$ cat src/rtl/gcsu_pkg.sv
package gcsu_pkg;
    typedef enum logic [1:0] {
        ST_IDLE   = 2'd0,
        ST_SAMPLE = 2'd1,
        ST_RUN    = 2'd2
    } gcsu_state_e;
endpackage

$ cat src/rtl/gcsu_guard_eval.sv
module gcsu_guard_eval #(
    parameter int N_GUARDS = 4
) (
    input  logic [N_GUARDS-1:0] guard_i,
    input  logic [N_GUARDS-1:0] go_i,
    input  logic [N_GUARDS-1:0] act_done_i,
    output logic                any_o,
    output logic                multi_o,
    output logic                hit_o
);
    localparam int CW = $clog2(N_GUARDS + 1);

    logic [CW-1:0] count;

    // population count of the true guards
    always_comb begin
        count = '0;
        for (int k = 0; k < N_GUARDS; k++) begin
            count = count + CW'(guard_i[k]);
        end
    end

    assign any_o   = (count != '0);
    assign multi_o = (count > CW'(1));
    assign hit_o   = |(go_i & act_done_i);
endmodule

$ cat src/rtl/gcsu_arbiter.sv
module gcsu_arbiter #(
    parameter int N_GUARDS = 4,
    parameter int PW       = $clog2(N_GUARDS)
) (
    input  logic [N_GUARDS-1:0] req_i,
    input  logic [PW-1:0]       ptr_i,
    input  logic                fair_i,
    output logic [N_GUARDS-1:0] grant_o,
    output logic [PW-1:0]       idx_o,
    output logic [PW-1:0]       next_ptr_o
);
    always_comb begin
        int  pos;
        logic found;
        grant_o = '0;
        idx_o   = '0;
        found   = 1'b0;
        for (int k = 0; k < N_GUARDS; k++) begin
            pos = fair_i ? (int'(ptr_i) + k) : k;
            if (pos >= N_GUARDS) begin
                pos = pos - N_GUARDS;
            end
            if (!found && req_i[pos]) begin
                found        = 1'b1;
                grant_o[pos] = 1'b1;
                idx_o        = PW'(pos);
            end
        end
        if (int'(idx_o) == N_GUARDS - 1) begin
            next_ptr_o = '0;
        end else begin
            next_ptr_o = idx_o + PW'(1);
        end
    end
endmodule

$ cat src/rtl/gcmd_select_unit.sv
module gcmd_select_unit
    import gcsu_pkg::*;
#(
    parameter int N_GUARDS = 4
) (
    input  logic                clk,
    input  logic                rst_n,
    input  logic                start_i,
    input  logic                nondet_i,
    input  logic                repeat_i,
    input  logic                fair_i,
    input  logic                err_clr_i,
    input  logic [N_GUARDS-1:0] guard_i,
    input  logic [N_GUARDS-1:0] act_done_i,
    output logic [N_GUARDS-1:0] go_o,
    output logic                done_o,
    output logic                err_o
);
    localparam int PW = $clog2(N_GUARDS);

    typedef struct packed {
        gcsu_state_e         state;
        logic [N_GUARDS-1:0] go;
        logic [PW-1:0]       ptr;
        logic                done;
        logic                err;
    } regs_t;

    regs_t r_d, r_q;

    logic                any_true;
    logic                many_true;
    logic                act_hit;
    logic [N_GUARDS-1:0] grant;
    logic [PW-1:0]       grant_idx;
    logic [PW-1:0]       ptr_next;

    gcsu_guard_eval #(.N_GUARDS(N_GUARDS)) u_eval (
        .guard_i    (guard_i),
        .go_i       (r_q.go),
        .act_done_i (act_done_i),
        .any_o      (any_true),
        .multi_o    (many_true),
        .hit_o      (act_hit)
    );

    gcsu_arbiter #(.N_GUARDS(N_GUARDS), .PW(PW)) u_arb (
        .req_i      (guard_i),
        .ptr_i      (r_q.ptr),
        .fair_i     (fair_i),
        .grant_o    (grant),
        .idx_o      (grant_idx),
        .next_ptr_o (ptr_next)
    );

    always_comb begin
        r_d      = r_q;
        r_d.done = 1'b0;
        if (err_clr_i) begin
            r_d.err = 1'b0;
        end
        case (r_q.state)
            ST_IDLE: begin
                if (start_i) begin
                    r_d.state = ST_SAMPLE;
                end
            end
            ST_SAMPLE: begin
                if (!any_true) begin
                    if (repeat_i) begin
                        r_d.done  = 1'b1;
                        r_d.state = ST_IDLE;
                    end
                end else if (!nondet_i && many_true) begin
                    r_d.err   = 1'b1;
                    r_d.state = ST_IDLE;
                end else begin
                    r_d.go    = grant;
                    r_d.state = ST_RUN;
                    if (nondet_i && fair_i) begin
                        r_d.ptr = ptr_next;
                    end
                end
            end
            ST_RUN: begin
                if (act_hit) begin
                    r_d.go = '0;
                    if (repeat_i) begin
                        r_d.state = ST_SAMPLE;
                    end else begin
                        r_d.done  = 1'b1;
                        r_d.state = ST_IDLE;
                    end
                end
            end
            default: begin
                r_d.state = ST_IDLE;
                r_d.go    = '0;
            end
        endcase
    end

    always_ff @(posedge clk) begin
        if (!rst_n) begin
            r_q.state <= ST_IDLE;
            r_q.go    <= '0;
            r_q.ptr   <= '0;
            r_q.done  <= 1'b0;
            r_q.err   <= 1'b0;
        end else begin
            r_q <= r_d;
        end
    end

    assign go_o   = r_q.go;
    assign done_o = r_q.done;
    assign err_o  = r_q.err;

    logic unused_idx;
    assign unused_idx = ^grant_idx;
endmodule

$ cat config.mk
export PLATFORM = sky130hd
export DESIGN_NAME = gcmd_select_unit
export DESIGN_NICKNAME = d
export VERILOG_FILES = /design/src/rtl/gcsu_pkg.sv /design/src/rtl/gcsu_guard_eval.sv /design/src/rtl/gcsu_arbiter.sv /design/src/rtl/gcmd_select_unit.sv
export SDC_FILE = /design/constraint.sdc
export NUM_CORES = 1
export LEC_CHECK = 0
export ABC_AREA = 1
export BUFFER_PORTS_ARGS = -buffer_cell sky130_fd_sc_hd__buf_2
export CAP_MARGIN = 25
export CELL_PAD_IN_SITES_DETAIL_PLACEMENT = 0
export CELL_PAD_IN_SITES_GLOBAL_PLACEMENT = 2
export CORE_MARGIN = 1
export CORE_UTILIZATION = 31
export DETAILED_ROUTE_END_ITERATION = 10
export PLACE_DENSITY = 0.83
export SYNTH_ARGS = -nofsm -noshare
export SYNTH_HDL_FRONTEND = slang
export SYNTH_HIERARCHICAL = 1
export SYNTH_SLANG_ARGS = --single-unit
export TNS_END_PERCENT = 20
$ cat constraint.sdc
create_clock -name clk -period 4.1 [get_ports clk]
set_input_delay 0.82 -clock clk [delete_from_list [all_inputs] [get_ports clk]]
set_output_delay 0.82 -clock clk [all_outputs]
set_load 0.01 [all_outputs]
==> results.cfg <==
[run]
max_cap_viol_count = 0

[outcome]
status = finished, final reports clean

[floorplanning]
ios = 21
dieArea_um2 = 4160
coreArea_um2 = 3720
die_h_um = 64.5
initial_core_util = 0.326
die_w_um = 64.5
rows = 22

[route]
drc_errors = 0
first_pass_iters = 4
drt_wl_total_mm = 2.75
avgViaCountPerCell = 4.40
via_count = 1200
drt-initial-drc-count = 57
ant_nets = 0
wire_per_inst_um = 10.1

[clocking]
cts_resized = 0
ctsLongestPathBuffers = 2
cts_root_buf = clkbuf_8
cts.sinks = 10
cts_buffers = 3
worstSkewPairLatency_ns = 0.24
tritoncts = done
postCtsHoldBufs = 0
cts_max_level = 1
clk_pin_slew_worst_paths_ns = 0.05
post_cts_buffers = 0

[setup_path]
crit_chain = buf_2 -> inv_1 -> fa_1 -> inv_1 -> ha_1 -> inv_1 -> ha_1 -> nor2_1 -> o21ai_0 -> nand2_1 -> nand2_1 -> nor2_2 -> nand3_1 -> nand2_1 -> nor2_1
crit_type = input pin to register
crit_buf_inv = 4
crit_fanout = 5
cp_slowest_cell = fa_1
critical_path.max_stage_delay_ns = 0.53
startpoint_type = input pin
arrival_ns = 2.89
end_kind = register
crit_family = adder cells
critPathRequiredTime_ns = 4.23

[power_and_ir_drop]
power.switching_mw = 0.300
power_frac_clock = 0.192
sequentialPowerShare = 0.243
powerDensity_nw_per_um2 = 475
peakVddDrop_mv = 0.212
power_frac_comb = 0.565
p_int_mw = 0.358
swShare = 0.456
leakage_nw = 0.777

[synth]
synthArstFlopShare = 0
synth-edff-count = 0
synthCells = 207
synth_warnings = 6
yosysUniqueCellTypes = 31
synth_nets = 232
synth_area_per_cell_um2 = 5.85
seq_area_frac_synth = 0.165
ys_ff_latch = 10
synthFlopType = dfxtp_1
netlist_area_um2 = 1210

[grt]
grtUsageTotal = 0.150
grt_pass1_vias = 1133
grt_overflow = 0
grt_pass1_wl_mm = 4.93
antenna_found_initial = 0
grt_start_max_net_pins = 16

[sta]
slew_headroom = 0.788
fin_crit_ns = 2.76
worst_pin_slew_ns = 0.319
max_freq_mhz = 363
final.setup.tns_ns = 0
timing.final.max_slew_violations = 0
fin_skew_ns = 0.00269
finalCritPeriodShare = 0.672
setup_violations = 0
grt_setup_unrepaired = false
hold_viol_final = 0

[worst_hold_path]
hp-class = register to register

[placement]
placed_cells = 269
place_area_um2 = 1330
port-buffer-count = 20
place_congestion = 0.749
hpwlAfterDp_mm = 2.28

[cells_and_area]
nNetsFinal = 251
fillers = 427
diodes = 0
final_core_util = 0.372
design_area_um2 = 1380
area_delta_synth_final_pct = 14.3
finalNonFillerCells = 273
final_layout_size_suffix_gt1_frac = 0.191
-- final timing paths --
path	startpoint	endpoint	slack [ns]	depth (start not counted)
max reg2reg	r_q[2]	r_q[3]	1.97	11
min reg2reg	go_o[1]	go_o[1]	0.50	2
min	go_o[1]	go_o[1]	0.50	2
max	guard_i[0]	r_q[2]	1.34	15
-- layout make-up --
type                       instances  area, µm²  area share
sequential                        10        200       0.145
clock buffer                       4       55.1      0.0398
timing repair buffer              20        100      0.0723
multi-input combinational        158        845       0.610
inverter                          33        124      0.0895
tap                               48       60.1      0.0434
-- cell usage after synthesis (2+ instances only) --
cell type  number  share of area
nor2_4          2          0.019
nor2_2          3          0.015
and2_1          2          0.010
a21oi_1         4          0.017
nand3_1        14          0.058
nand2_1        65           0.20
o21ai_1         8          0.033
dfxtp_1        10           0.17
nor2_1         26          0.081
buf_4           5          0.031
inv_1          30          0.093
nand2_2         5          0.026
nand4_1         4          0.021
ha_1            9          0.093
nand2_4         2          0.019
inv_2           3         0.0093
-- worst min-delay path, cell delays in order, from the launching register on --
cell and delay [ns]:
dfxtp_1 0.32, nor2_1 0.10, nor2_1 0.05
-- cell families after synthesis --
logic type | after synthesis | synth area share
AOI/OAI and AO/OA | 20 | 0.0961
buffers and inverters | 39 | 0.137
and+or+nand+nor | 128 | 0.492
DFF | 10 | 0.165
adders and majority gates | 10 | 0.110
-- state kept, by name, indices dropped and copies added, names as in the netlist --
signal and flops:
r_q 4, go_o 4, err_o 1, done_o 1
-- placed cells by master, fill, tap and decap left out, drive strengths merged --
cell type	instances
buf	20
and2	2
a21o	1
nand2	72
o21ai	10
nand3	15
fa	1
o211ai	1
a211oi	1
a21oi	4
or2	1
inv	33
o22ai	1
nor2	32
nor3	2
ha	9
nand4	4
clkbuf	4
a31oi	1
dfxtp	10
o21bai	1
-- routing by layer --
layer,wire (µm),up-vias,track usage
met3,51,2,0.0158
met2,1280,13,0.254
met1,1400,505,0.198
met4,17,0,0.0500
li1,-,680,-
met5,0,-,0
-- power by group through the flow --
| stage | combinational [mW] | clock (mW) | sequential (mW) |
|---|---|---|---|
| floorplan | 0.321 | 0 | 0.156 |
| global placement | 0.380 | 0 | 0.163 |
| detailed placement | 0.377 | 0 | 0.162 |
| CTS | 0.379 | 0.129 | 0.161 |
| global route | 0.433 | 0.135 | 0.166 |
| finish | 0.372 | 0.126 | 0.160 |
-- through the flow --
stage                     setup WS (ns)  power, mW  hold WS, ns
final                              1.34      0.658        0.502
after global routing               1.11      0.733        0.530
after CTS                          1.31      0.669        0.505
after detailed placement           1.07      0.540        0.498
after global placement             1.11      0.542        0.495
after floorplan                    1.42      0.477        0.479
Note: power is estimated with default switching activity, not from simulation.
